===== src/rtl/rxf_pkg.sv =====
package rxf_pkg;

    localparam int          OCTET_W     = 8;
    localparam int          CFG_BCAST   = 2;
    localparam int          CFG_MCAST   = 3;
    localparam int          CFG_PROMISC = 4;
    localparam logic [31:0] CRC_POLY    = 32'h04C1_1DB7;
    localparam logic [31:0] CRC_SEED    = 32'hFFFF_FFFF;

    // Per-frame address summary handed from the collector to the decision stage
    typedef struct packed {
        logic       last;    // sixth destination byte taken this cycle
        logic       group;   // first byte had bit 0 set
        logic       bcast;   // all six bytes were 0xFF
        logic       sta_eq;  // all six bytes matched the station address
        logic [5:0] hidx;    // top CRC bits
    } addr_summary_t;

    // One byte through the CRC register, least significant data bit first
    function automatic logic [31:0] crc_step_byte(input logic [31:0] crc_in,
                                                  input logic [7:0]  octet);
        logic [31:0] c;
        logic        fb;
        c = crc_in;
        for (int b = 0; b < OCTET_W; b++) begin
            fb = c[31] ^ octet[b];
            c  = {c[30:0], 1'b0} ^ (fb ? CRC_POLY : 32'h0);
        end
        return c;
    endfunction

endpackage


===== src/rtl/rxf_regs.sv =====
module rxf_regs
    import rxf_pkg::*;
#(
    parameter int STA_BYTES  = 6,
    parameter int HASH_BYTES = 8,
    parameter int AW         = 4,
    parameter int HASH_BASE  = 8
) (
    input  logic                                clk,
    input  logic                                rst,
    input  logic                                reg_we,
    input  logic [AW-1:0]                       reg_addr,
    input  logic [OCTET_W-1:0]                  reg_wdata,
    output logic [STA_BYTES-1:0][OCTET_W-1:0]   sta_q,
    output logic [HASH_BYTES-1:0][OCTET_W-1:0]  hash_q
);

    for (genvar i = 0; i < STA_BYTES; i++) begin : g_sta
        always_ff @(posedge clk) begin
            if (rst)
                sta_q[i] <= '0;
            else if (reg_we && reg_addr == AW'(i))
                sta_q[i] <= reg_wdata;
        end
    end

    for (genvar j = 0; j < HASH_BYTES; j++) begin : g_hash
        always_ff @(posedge clk) begin
            if (rst)
                hash_q[j] <= '0;
            else if (reg_we && reg_addr == AW'(HASH_BASE + j))
                hash_q[j] <= reg_wdata;
        end
    end

    // addresses in the hole between the station bytes and the table touch nothing
    p_hole_ignored_r7: assert property (@(posedge clk) disable iff (rst)
        (reg_we && reg_addr >= AW'(STA_BYTES) && reg_addr < AW'(HASH_BASE))
        |=> ($stable(sta_q) && $stable(hash_q)));

endmodule


===== src/rtl/rxf_collect.sv =====
module rxf_collect
    import rxf_pkg::*;
#(
    parameter int STA_BYTES = 6,
    parameter int HASH_BITS = 6,
    localparam int PW       = $clog2(STA_BYTES + 1)
) (
    input  logic                              clk,
    input  logic                              rst,
    input  logic                              in_valid,
    input  logic                              in_sof,
    input  logic [OCTET_W-1:0]                in_data,
    input  logic [STA_BYTES-1:0][OCTET_W-1:0] sta_q,
    output addr_summary_t                     summ
);

    logic [PW-1:0]     pos_q;     // bytes taken; STA_BYTES means idle
    logic [31:0]       crc_q;
    logic              grp_q, ones_q, eq_q;

    logic [PW-1:0]     eff_pos;
    logic              take;
    logic [31:0]       crc_nx;
    logic              ones_nx, eq_nx, grp_nx;
    logic [OCTET_W-1:0] sta_sel;

    always_comb begin
        eff_pos = in_sof ? '0 : pos_q;
        take    = in_valid && (in_sof || pos_q < PW'(STA_BYTES));
        sta_sel = (eff_pos < PW'(STA_BYTES)) ? sta_q[eff_pos] : '0;
        crc_nx  = crc_step_byte(in_sof ? CRC_SEED : crc_q, in_data);
        ones_nx = (in_sof ? 1'b1 : ones_q) & (in_data == 8'hFF);
        eq_nx   = (in_sof ? 1'b1 : eq_q) & (in_data == sta_sel);
        grp_nx  = (eff_pos == '0) ? in_data[0] : grp_q;

        summ.last   = take && (eff_pos == PW'(STA_BYTES - 1));
        summ.group  = grp_nx;
        summ.bcast  = ones_nx;
        summ.sta_eq = eq_nx;
        summ.hidx   = '0;
        summ.hidx[HASH_BITS-1:0] = crc_nx[31 -: HASH_BITS];
    end

    always_ff @(posedge clk) begin
        if (rst) begin
            pos_q  <= PW'(STA_BYTES);
            crc_q  <= CRC_SEED;
            grp_q  <= 1'b0;
            ones_q <= 1'b0;
            eq_q   <= 1'b0;
        end else if (take) begin
            pos_q  <= eff_pos + 1'b1;
            crc_q  <= crc_nx;
            grp_q  <= grp_nx;
            ones_q <= ones_nx;
            eq_q   <= eq_nx;
        end
    end

    // the position counter stops at the idle value
    p_pos_bound_r9: assert property (@(posedge clk) disable iff (rst)
        pos_q <= PW'(STA_BYTES));

    // a start marker always restarts the address at its first byte
    p_sof_restart_r9: assert property (@(posedge clk) disable iff (rst)
        (in_valid && in_sof) |=> (pos_q == PW'(1)));

    // once idle, unmarked bytes leave the collector idle
    p_trail_ignored_r9: assert property (@(posedge clk) disable iff (rst)
        (pos_q == PW'(STA_BYTES) && !in_sof) |=> (pos_q == PW'(STA_BYTES)));

endmodule


===== src/rtl/rxf_decide.sv =====
module rxf_decide
    import rxf_pkg::*;
#(
    parameter int HASH_BITS  = 6,
    localparam int HASH_BYTES = (2 ** HASH_BITS) / OCTET_W
) (
    input  logic                               clk,
    input  logic                               rst,
    input  addr_summary_t                      summ,
    input  logic [OCTET_W-1:0]                 rx_cfg,
    input  logic [HASH_BYTES-1:0][OCTET_W-1:0] hash_q,
    output logic                               dec_valid,
    output logic                               dec_accept,
    output logic                               dec_group
);

    logic hash_hit;
    logic accept_c;

    always_comb begin
        hash_hit = hash_q[summ.hidx[HASH_BITS-1:3]][summ.hidx[2:0]];
        if (rx_cfg[CFG_PROMISC])
            accept_c = 1'b1;
        else if (summ.bcast)
            accept_c = rx_cfg[CFG_BCAST];
        else if (summ.group)
            accept_c = rx_cfg[CFG_MCAST] && hash_hit;
        else
            accept_c = summ.sta_eq;
    end

    always_ff @(posedge clk) begin
        if (rst) begin
            dec_valid  <= 1'b0;
            dec_accept <= 1'b0;
            dec_group  <= 1'b0;
        end else begin
            dec_valid  <= summ.last;
            dec_accept <= summ.last && accept_c;
            dec_group  <= summ.last && summ.group;
        end
    end

    // decisions never come back to back
    p_single_strobe_r1: assert property (@(posedge clk) disable iff (rst)
        dec_valid |=> !dec_valid);

    // accept-all wins over every other test
    p_promisc_r2: assert property (@(posedge clk) disable iff (rst)
        (summ.last && rx_cfg[CFG_PROMISC]) |=> (dec_valid && dec_accept));

    // broadcast is refused without its enable
    p_bcast_gate_r3: assert property (@(posedge clk) disable iff (rst)
        (summ.last && summ.bcast && !rx_cfg[CFG_PROMISC] && !rx_cfg[CFG_BCAST])
        |=> !dec_accept);

    // multicast is refused without its enable
    p_mcast_gate_r4: assert property (@(posedge clk) disable iff (rst)
        (summ.last && summ.group && !summ.bcast &&
         !rx_cfg[CFG_PROMISC] && !rx_cfg[CFG_MCAST]) |=> !dec_accept);

    // a unicast miss is refused
    p_unicast_miss_r6: assert property (@(posedge clk) disable iff (rst)
        (summ.last && !summ.group && !rx_cfg[CFG_PROMISC] && !summ.sta_eq)
        |=> !dec_accept);

    // result bits are quiet outside the strobe
    p_quiet_r8: assert property (@(posedge clk) disable iff (rst)
        !dec_valid |-> (!dec_accept && !dec_group));

endmodule


===== src/rtl/rx_addr_filter.sv =====
module rx_addr_filter
    import rxf_pkg::*;
#(
    parameter int STA_BYTES = 6,
    parameter int HASH_BITS = 6,
    parameter int AW        = 4,
    parameter int HASH_BASE = 8,
    localparam int HASH_BYTES = (2 ** HASH_BITS) / OCTET_W
) (
    input  logic        clk,
    input  logic        rst,
    input  logic [7:0]  rx_cfg,
    input  logic        in_valid,
    input  logic        in_sof,
    input  logic [7:0]  in_data,
    input  logic        reg_we,
    input  logic [3:0]  reg_addr,
    input  logic [7:0]  reg_wdata,
    output logic        dec_valid,
    output logic        dec_accept,
    output logic        dec_group
);

    logic [STA_BYTES-1:0][OCTET_W-1:0]  sta_q;
    logic [HASH_BYTES-1:0][OCTET_W-1:0] hash_q;
    addr_summary_t                      summ;

    rxf_regs #(
        .STA_BYTES (STA_BYTES),
        .HASH_BYTES(HASH_BYTES),
        .AW        (AW),
        .HASH_BASE (HASH_BASE)
    ) u_regs (
        .clk      (clk),
        .rst      (rst),
        .reg_we   (reg_we),
        .reg_addr (reg_addr),
        .reg_wdata(reg_wdata),
        .sta_q    (sta_q),
        .hash_q   (hash_q)
    );

    rxf_collect #(
        .STA_BYTES(STA_BYTES),
        .HASH_BITS(HASH_BITS)
    ) u_collect (
        .clk     (clk),
        .rst     (rst),
        .in_valid(in_valid),
        .in_sof  (in_sof),
        .in_data (in_data),
        .sta_q   (sta_q),
        .summ    (summ)
    );

    rxf_decide #(
        .HASH_BITS(HASH_BITS)
    ) u_decide (
        .clk       (clk),
        .rst       (rst),
        .summ      (summ),
        .rx_cfg    (rx_cfg),
        .hash_q    (hash_q),
        .dec_valid (dec_valid),
        .dec_accept(dec_accept),
        .dec_group (dec_group)
    );

endmodule


===== config.mk =====
export PLATFORM = sky130hd
export DESIGN_NAME = rx_addr_filter
export DESIGN_NICKNAME = d
export VERILOG_FILES = /design/src/rtl/rxf_pkg.sv /design/src/rtl/rxf_regs.sv /design/src/rtl/rxf_collect.sv /design/src/rtl/rxf_decide.sv /design/src/rtl/rx_addr_filter.sv
export SDC_FILE = /design/constraint.sdc
export NUM_CORES = 1
export LEC_CHECK = 0
export CAP_MARGIN = 25
export CORE_MARGIN = 2
export CORE_UTILIZATION = 56
export CTS_CLUSTER_SIZE = 8
export DETAILED_ROUTE_END_ITERATION = 7
export GPL_ROUTABILITY_DRIVEN = 1
export GPL_TIMING_DRIVEN = 0
export PLACE_DENSITY = 0.83
export SYNTH_ARGS = -nofsm -noshare
export SYNTH_HDL_FRONTEND = slang
export SYNTH_SLANG_ARGS = --single-unit

===== constraint.sdc =====
create_clock -name clk -period 3.4 [get_ports clk]
set_input_delay 0.85 -clock clk [delete_from_list [all_inputs] [get_ports clk]]
set_output_delay 0.85 -clock clk [all_outputs]
set_load 0.01 [all_outputs]

==> run_results.csv, run 1 <==
group,metric,value,unit
yosys,synthAdderAreaFrac,0.477,%
setup_path,reg2reg_slack,0.27,ns
cts,h-tree-depth,4,
hold_path,min_from,"u_collect.crc_q[2]",
yosys,synth-seq-area-share,38.9,%
grt,track_usage,28.5,%
sta,final_min_period_over_clock_period,95.4,%
detailed_routing,dr.pass1.iters,6,
sta,final_hold_viol_count,0,
yosys,yosys_warnings,0,
placed_design,gp_congestion,0.910,
cts,cts.sinks,153,
sta,slew_headroom,29.1,%
run_status,status,"finished, final reports clean",
sta,maxSlewViolCount,0,
detailed_routing,top_layer,"met4",
sta,fmax,308,MHz
setup_path,crit_required,3.72,ns
job,max-cap-violations,0,
yosys,synthXorXnorAreaFrac,12.1,%
yosys,yosys.cell_types.count,54,
hold_path,min_path_type,"flop to flop",
power_and_ir_drop,p_per_area,568,nW/um^2
cts,cts_tree,"built",
floorplan,rows,43,
detailed_routing,vias,6340,
sta,finalSetupTns,0,ns
yosys,synth_top_family_by_area,"multiplexers",
yosys,ys_seq_elements,153,
detailed_routing,wl_per_cell,18.9,microns
yosys,synth_compound_area_share,8.11,%
cts,clockBufferDepth,2,
detailed_routing,drt-met1-wl,8.78,mm
yosys,synthesis.nets,875,
sta,worst_slew_pin_slew,1.06,ns
setup_path,reg2reg_to,"u_decide.dec_accept",
layout,final_cells,1079,
placed_design,placed_cells,1043,
power_and_ir_drop,vdd_drop_max,0.399,mV
setup_path,crit_path_end_kind,"flop",
detailed_routing,dr_wl_met3,1.46,mm
setup_path,path_max_fanout,10,
setup_path,reg2reg_from,"u_collect.pos_q[0]",
power_and_ir_drop,power,5.13,mW
setup_path,start_kind,"input pin",
yosys,synthSimpleGateAreaFrac,15.2,%
grt,first_global_vias,6177,
grt,grt_max_degree,17,
sta,period_needed,3.24,ns
yosys,syn_area_per_cell,9.37,sq um
grt,grt_overflow,0,
sta,finalHoldWorstSlack,0.464,ns
yosys,synthArstFlopShare,0,%
yosys,synth_top_area_share,38.9,%
layout,diodes,0,
power_and_ir_drop,pwr-share-comb,26.6,%
layout,area_growth,14.7,%
power_and_ir_drop,seq_power_share,37.6,%
yosys,synth_area_leaders,"dfxtp_1, mux2i_1, nor2_1",
floorplan,start_util,57.1,%
setup_path,crit_path_end,"u_decide.dec_accept",
power_and_ir_drop,intPower,3.54,mW
floorplan,io_pins,36,
grt,grt_first_pass_wirelength,32.5,mm
floorplan,dieWidth,123,microns
yosys,yosysTopAreaCell,"dfxtp_1",
detailed_routing,drc,0,
cts,path_clk_slew,0.06,ns
yosys,synthTopCellsByCount,"nor2_1, dfxtp_1, mux2i_1, xnor2_1, clkbuf_1",
power_and_ir_drop,swShare,30.9,%
power_and_ir_drop,switching_power,1.58,mW
floorplan,design.die.area,15000,sq um
placed_design,place_area,8330,sq um
floorplan,core_area,13800,sq um
yosys,synth_cells,839,
layout,fin_area,9020,sq um
power_and_ir_drop,pwr-share-clk,35.8,%
yosys,synth_most_common_cell,"nor2_1",
layout,final_layout_size_suffix_gt1_share,9.90,%
setup_path,cp.arrival,3.57,ns
yosys,synth_edf_count,0,
floorplan,die_h,123,microns
setup_path,critPathKind,"input pin to flop",
setup_path,startpoint,"in_data[7]",
cts,cts_made_buffers,17,
cts,root_buffer,"clkbuf_16",
sta,finalSetupViolations,0,
power_and_ir_drop,power_leakage,3.51,nW
sta,skew,0.00923,ns
detailed_routing,drt_wl_total,20.4,mm
yosys,synthesis.area,7870,sq um
detailed_routing,antenna_left,0,
sta,rsz0062_at_grt,"no",
placed_design,dp_hpwl,14.3,mm
yosys,muxShareOfSynthArea,21.0,%
detailed_routing,dr.first_iter.drc_count,580,
detailed_routing,wl_met2,9.46,mm
layout,nets,922,
placed_design,io_buffers,24,
detailed_routing,viasPerCell,5.88,
setup_path,r2r_cells,11,
cts,insertion_delay,0.44,ns
yosys,synth-main-ff-cell,"dfxtp_1",
grt,antenna_found_initial,0,
-- final cells by class --
cell class	count	area (sq um)
buffer	62	303
clock buffer	19	453
clock inverter	13	118
fill	1121	4760
inverter	10	37.5
multi-input combinational	613	4530
sequential	153	3060
tap	180	225
timing repair buffer	29	293
-- flip-flops by register name, indices dropped and copies added, names as in the netlist --
name and flops:
u_decide.dec_valid 1, u_decide.dec_accept 1, u_decide.dec_group 1, u_collect.crc_q 32, u_collect.eq_q 1, u_regs.hash_q 64
u_collect.ones_q 1, u_collect.pos_q 3, u_regs.sta_q 48, u_collect.grp_q 1
-- critical path, cell delays in order --
cell and delay (ns):
clkdlybuf4s50_1 0.68, xor2_2 0.28, xnor2_4 0.17, xnor2_2 0.16, buf_6 0.21, mux4_2 0.51, mux2_2 0.29, nor3_2 0.11
a31oi_1 0.06, a31o_1 0.24
-- cell usage in the layout, fill, tap and decap left out, types with 4 or more instances in the layout --
cell / instances
clkbuf_1: 42
clkinv_2: 4
mux2_2: 7
inv_1: 9
nand2_1: 16
buf_2: 4
a221oi_1: 6
dfxtp_1: 153
xor2_1: 19
buf_6: 7
nor2b_1: 13
buf_4: 5
mux4_2: 11
xnor2_1: 67
nor3b_1: 4
a211o_1: 33
mux2i_1: 130
o21bai_1: 4
buf_1: 5
nand4_1: 4
clkbuf_16: 17
nand2b_1: 6
a21oi_1: 23
nand3b_1: 4
clkdlybuf4s50_1: 23
nor2_1: 200
xnor2_2: 7
nor3_1: 4
nand3_1: 10
-- routing by layer --
layer / GRT usage [%] / vias up
met5: 0 / -
met4: 11.3 / 0
met3: 7.48 / 61
met2: 45.1 / 270
met1: 37.2 / 3063
li1: - / 2946
-- worst min-delay path by stage --
stage                          end  slack, ns  cells past startpoint
2_1_floorplan  u_collect.crc_q[10]       0.44                      1
3_3_place_gp   u_collect.crc_q[20]       0.44                      1
3_5_place_dp    u_collect.crc_q[5]       0.45                      1
4_1_cts        u_collect.crc_q[19]       0.46                      1
5_1_grt         u_collect.crc_q[2]       0.48                      1
6_report        u_collect.crc_q[2]       0.46                      1
-- what timing repair did --
action,CTS,global route
hold buffers,0,0
cloned,0,0
resized for setup,6,10
endpoints found under the setup margin,11,6
pin swaps,2,1
buffers inserted,2,1
-- metrics by stage --
| step | util, % | setup slack, ns |
|---|---|---|
| finish | 65.5 | 0.157 |
| global route | 65.5 | 0.0596 |
| CTS | 65.0 | 0.00791 |
| detailed placement | 60.5 | -0.728 |
| global placement | 60.5 | -0.627 |
| floorplan | - | 0.329 |
-- power groups by stage --
stage                     Clock (mW)  Sequential, mW  Combinational (mW)
after floorplan                    0            1.95                1.01
final                           1.83            1.93                1.37
after global routing            1.92            1.93                1.45
after detailed placement           0            1.96                1.28
after CTS                       1.84            1.92                1.33
after global placement             0            1.96                1.25
-- kinds of logic (layout without fill, tap and decap cells) --
family / Yosys count / count (layout)
AOI/OAI and AO/OA: 86 / 86
muxes: 150 / 150
and+or+nand+nor: 276 / 276
DFF: 153 / 153
adders and majority gates: 3 / 3
xor gates and xnor gates: 98 / 98
buffers and inverters: 73 / 133
(Power assumes the default switching activity.)
==> inputs of run 2 (changes only) <==
--- a/config.mk
+++ b/config.mk
@@ -5,14 +5,14 @@
 export SDC_FILE = /design/constraint.sdc
 export NUM_CORES = 1
 export LEC_CHECK = 0
-export CAP_MARGIN = 25
+export CAP_MARGIN = 0
 export CORE_MARGIN = 2
-export CORE_UTILIZATION = 56
+export CORE_UTILIZATION = 54
 export CTS_CLUSTER_SIZE = 8
 export DETAILED_ROUTE_END_ITERATION = 7
 export GPL_ROUTABILITY_DRIVEN = 1
 export GPL_TIMING_DRIVEN = 0
-export PLACE_DENSITY = 0.83
+export PLACE_DENSITY = 0.8
 export SYNTH_ARGS = -nofsm -noshare
 export SYNTH_HDL_FRONTEND = slang
 export SYNTH_SLANG_ARGS = --single-unit
==> run_results.csv, run 2 (same netlist as run 1, synthesis figures left out) <==
group,metric,value,unit
placed_design,io_buffers,24,
grt,grt_first_pass_wirelength,32.2,mm
floorplan,die_h,125,microns
placed_design,pre_cts_slack,-0.706,ns
floorplan,core_area,14400,sq um
layout,diodes,0,
detailed_routing,viasPerCell,5.84,
power_and_ir_drop,power_leakage,3.48,nW
grt,grt_overflow,0,
layout,reg_top3,"u_regs.hash_q (64), u_regs.sta_q (48), u_collect.crc_q (32)",
layout,final_cell_mix,"nor2_1, dfxtp_1, mux2i_1",
cts,cts_tree,"built",
sta,rsz0062_at_grt,"no",
setup_path,critPathKind,"input pin to flop",
setup_path,path_max_fanout,10,
detailed_routing,drc,0,
sta,setup_slack,0.0796,ns
floorplan,dieWidth,125,microns
power_and_ir_drop,vdd_drop_max,0.420,mV
cts,root_buffer,"clkbuf_16",
sta,finalSetupTns,0,ns
sta,worst_slew_pin_slew,1.18,ns
grt,gr-max-usage-layer,"met2",
floorplan,io_pins,36,
setup_path,cp.arrival,3.64,ns
power_and_ir_drop,p_per_area,570,nW/um^2
grt,grt.met2_usage,42.0,%
grt,first_global_vias,5882,
detailed_routing,vias,6305,
cts,clockBufferDepth,2,
placed_design,dp_hpwl,14.1,mm
sta,maxSlewViolCount,0,
layout,area_growth,14.0,%
sta,slew_headroom,21.2,%
setup_path,crit_path_end_kind,"flop",
placed_design,gp_congestion,0.917,
power_and_ir_drop,power,5.11,mW
grt,grt_max_degree,17,
cts,h-tree-depth,4,
detailed_routing,antenna_left,0,
cts,path_clk_slew,0.06,ns
cts,cts.sinks,153,
sta,fmax,301,MHz
setup_path,crit_required,3.72,ns
setup_path,start_kind,"input pin",
setup_path,reg2reg_slack,0.20,ns
detailed_routing,wl_per_cell,18.8,microns
grt,met3_usage,5.67,%
layout,final_layout_size_suffix_gt1_share,9.38,%
detailed_routing,dr.pass1.iters,5,
cts,insertion_delay,0.43,ns
layout,final_cells,1080,
grt,met1_usage,35.4,%
floorplan,design.die.area,15500,sq um
sta,skew,0.00452,ns
layout,final_common_cell,"nor2_1",
layout,final_core_util,62.4,%
cts,cts_made_buffers,17,
placed_design,placed_cells,1047,
detailed_routing,dr.first_iter.drc_count,556,
floorplan,rows,44,
sta,period_needed,3.32,ns
sta,finalSetupViolations,0,
layout,fillers,1195,
floorplan,start_util,54.7,%
sta,final_hold_viol_count,0,
grt,track_usage,26.4,%
layout,nets,919,
detailed_routing,drt_wl_total,20.3,mm
run_status,status,"finished, final reports clean",
cts,postCtsHoldBufs,0,
hold_path,min_path_type,"flop to flop",
layout,top_register,"u_regs.hash_q",
job,max-cap-violations,0,
sta,final_min_period_over_clock_period,97.7,%
layout,largest_reg_flops,64,
grt,antenna_found_initial,0,
run 2: path summary, 6_finish.rpt:
kind	depth (start not counted)	to	from
setup reg to reg	11	u_decide.dec_accept	u_collect.pos_q[0]
setup / recovery	10	u_decide.dec_accept	in_data[7]
hold reg to reg	1	u_collect.crc_q[16]	u_collect.crc_q[16]
hold / removal	1	u_collect.crc_q[16]	u_collect.crc_q[16]
run 2: final cells by class:
type	count	area (sq um)	area share, %
flip-flops and latches	153	3060	34.1
inverters	10	37.5	0.418
clock buffers	18	439	4.90
clock inverters	14	134	1.49
well taps	184	230	2.57
repair buffers	26	267	2.97
multi-input cells	613	4500	50.2
plain buffers	62	299	3.33
run 2: power breakdown:
group | total (mW) | switching (mW) | internal, mW
clock network | 1.85 | 0.806 | 1.04
registers | 1.92 | 0.0515 | 1.87
logic | 1.34 | 0.734 | 0.607
total | 5.11 | 1.59 | 3.52
run 2: timing repair:
item | CTS | global route
setup endpoints to repair | 9 | 1
pin swaps | 4 | 0
setup buffers | 2 | 0
gates resized for setup | 10 | 1
run 2: routing by layer:
metal	up-vias	wire [microns]	part of all wire [%]
li1	2946	-	-
met1	3068	9100	45
met2	246	9440	46
met3	45	1260	6.2
met4	0	537	2.6
met5	-	0	0
run 2: through the flow:
| stage | hold WS, ns | instance area (sq um) |
|---|---|---|
| after floorplan | 0.436 | 7870 |
| after global placement | 0.445 | 8340 |
| after detailed placement | 0.450 | 8340 |
| after CTS | 0.468 | 8970 |
| after global routing | 0.481 | 8970 |
| final | 0.465 | 8970 |
run 2: critical path, cell delays in order:
cell and delay [ns]:
clkdlybuf4s50_1 0.73, xor2_2 0.27, xnor2_4 0.11, xnor2_2 0.25, buf_6 0.22, mux4_2 0.51, mux2_2 0.29, nor3_2 0.12
a31oi_1 0.06, a31o_1 0.24
==> inputs of run 3 (changes only) <==
--- a/config.mk
+++ b/config.mk
@@ -13,6 +13,7 @@
 export GPL_ROUTABILITY_DRIVEN = 1
 export GPL_TIMING_DRIVEN = 0
 export PLACE_DENSITY = 0.8
+export SETUP_SLACK_MARGIN = 0.2
 export SYNTH_ARGS = -nofsm -noshare
 export SYNTH_HDL_FRONTEND = slang
 export SYNTH_SLANG_ARGS = --single-unit
==> run_results.csv, run 3 (same netlist as run 1, synthesis figures left out) <==
group,metric,value,unit
run_status,status,"finished, final reports clean",
grt,first_global_vias,5865,
floorplan,core_area,14400,sq um
placed_design,io_buffers,24,
setup_path,critPathKind,"input pin to flop",
layout,largest_reg_flops,64,
power_and_ir_drop,vdd_drop_max,0.420,mV
detailed_routing,dr.first_iter.drc_count,552,
setup_path,reg2reg_to,"u_decide.dec_accept",
placed_design,dp_hpwl,14.1,mm
sta,period_needed,3.20,ns
setup_path,cp.arrival,3.58,ns
detailed_routing,drt_wl_total,20.4,mm
layout,nets,920,
placed_design,place_area,8340,sq um
grt,grt_max_degree,17,
grt,grt_first_pass_wirelength,32.3,mm
sta,finalSetupTns,0,ns
power_and_ir_drop,swShare,31.4,%
cts,root_buffer,"clkbuf_16",
setup_path,reg2reg_from,"u_collect.pos_q[2]",
setup_path,cpPeakStageDelay,0.42,ns
setup_path,start_kind,"input pin",
layout,final_layout_size_suffix_gt1_share,9.70,%
power_and_ir_drop,power_leakage,3.49,nW
layout,diodes,0,
detailed_routing,viasPerCell,5.83,
sta,skew,0.00641,ns
power_and_ir_drop,pwr-share-comb,26.2,%
floorplan,rows,44,
cts,cts_tree,"built",
placed_design,gp_congestion,0.917,
sta,finalSetupViolations,0,
sta,final_hold_viol_count,0,
floorplan,start_util,54.7,%
detailed_routing,antenna_left,0,
sta,slew_headroom,27.4,%
detailed_routing,dr.pass1.iters,6,
cts,h-tree-depth,4,
layout,area_growth,14.1,%
grt,antenna_found_initial,0,
detailed_routing,vias,6298,
layout,final_common_cell,"nor2_1",
layout,final_cell_mix,"nor2_1, dfxtp_1, mux2i_1",
setup_path,cp_common_cell,"buf_4",
power_and_ir_drop,pwr-share-clk,36.3,%
layout,fillers,1197,
setup_path,crit_required,3.78,ns
floorplan,design.die.area,15500,sq um
sta,maxSlewViolCount,0,
job,max-cap-violations,0,
power_and_ir_drop,switching_power,1.61,mW
cts,clockBufferDepth,2,
detailed_routing,drc,0,
layout,reg_top3,"u_regs.hash_q (64), u_regs.sta_q (48), u_collect.crc_q (32)",
sta,finalHoldWorstSlack,0.465,ns
hold_path,min_path_type,"flop to flop",
power_and_ir_drop,power,5.13,mW
cts,cts_made_buffers,17,
hold_path,min_path_cells,1,
setup_path,timing.critical_path.max_delay_family,"simple AND/OR/NAND/NOR gates",
setup_path,path_max_fanout,10,
power_and_ir_drop,p_per_area,571,nW/um^2
sta,rsz0062_at_grt,"yes",
setup_path,crit_path_end_kind,"flop",
grt,grt_overflow,0,
setup_path,cp_num_cells,12,
cts,cts.sinks,153,
layout,final_core_util,62.5,%
layout,top_register,"u_regs.hash_q",
hold_path,min_from,"u_collect.crc_q[10]",
floorplan,dieWidth,125,microns
hold_path,min_to,"u_collect.crc_q[10]",
sta,final_min_period_over_clock_period,94.1,%
power_and_ir_drop,intPower,3.52,mW
floorplan,die_h,125,microns
cts,insertion_delay,0.44,ns
setup_path,reg2reg_slack,0.26,ns
layout,fin_area,8980,sq um
setup_path,r2r_cells,10,
power_and_ir_drop,seq_power_share,37.5,%
setup_path,slowest_stage,"or3b_1",
setup_path,worstPathCellList,"dlygate4sd2_1 > buf_4 > buf_4 > buf_4 > a221oi_1 > a21oi_1 > xnor2_1 > nor4_1 > nand4_1 > or3b_1 > a21oi_2 > a31o_1",
detailed_routing,wl_per_cell,18.9,microns
sta,worst_slew_pin_slew,1.09,ns
sta,fmax,312,MHz
setup_path,path_buf_inv,4,
floorplan,io_pins,36,
grt,track_usage,26.5,%
cts,path_clk_slew,0.06,ns
## run 3: per-stage QoR
| stage | worst slack (ns) | instances |
|---|---|---|
| detailed placement | -0.706 | 1047 |
| global placement | -0.704 | 1047 |
| floorplan | 0.329 | 839 |
| finish | 0.199 | 1081 |
| CTS | 0.236 | 1081 |
| global route | 0.107 | 1081 |
## run 3: final cells by class
cell class	count	area (sq um)	area share (%)
Buffer	63	307	3.42
Clock buffer	18	439	4.89
Clock inverter	14	134	1.49
Inverter	10	37.5	0.418
Multi-Input combinational cell	613	4500	50.1
Sequential cell	153	3060	34.1
Tap cell	184	230	2.56
Timing Repair Buffer	26	265	2.96
## run 3: worst max path at each step
stage                     startpoint                   to  slack [ns]
after floorplan           in_data[1]  u_decide.dec_accept        0.33
after global placement        in_sof  u_collect.crc_q[12]       -0.70
after detailed placement      in_sof  u_collect.crc_q[12]       -0.71
after CTS                     in_sof  u_decide.dec_accept        0.24
after global routing          in_sof  u_decide.dec_accept        0.11
final                         in_sof  u_decide.dec_accept        0.20
## run 3: power by group through the flow
stage	logic (mW)	clock network, mW	registers (mW)
global route	1.44	1.93	1.93
global placement	1.27	0	1.96
finish	1.35	1.86	1.92
detailed placement	1.28	0	1.96
CTS	1.33	1.86	1.92
floorplan	1.01	0	1.95
## run 3: what timing repair did
item / CTS / global route
hold buffers: 0 / 0
resized for setup: 13 / 3
buffers inserted: 2 / 0
setup endpoints to repair: 15 / 2
pin swaps: 4 / 0
## run 3: layer usage
layer	wire (microns)	global-route usage, %
met4	528	10.1
met2	9480	41.9
met1	8810	35.2
met3	1580	6.10
met5	0	0
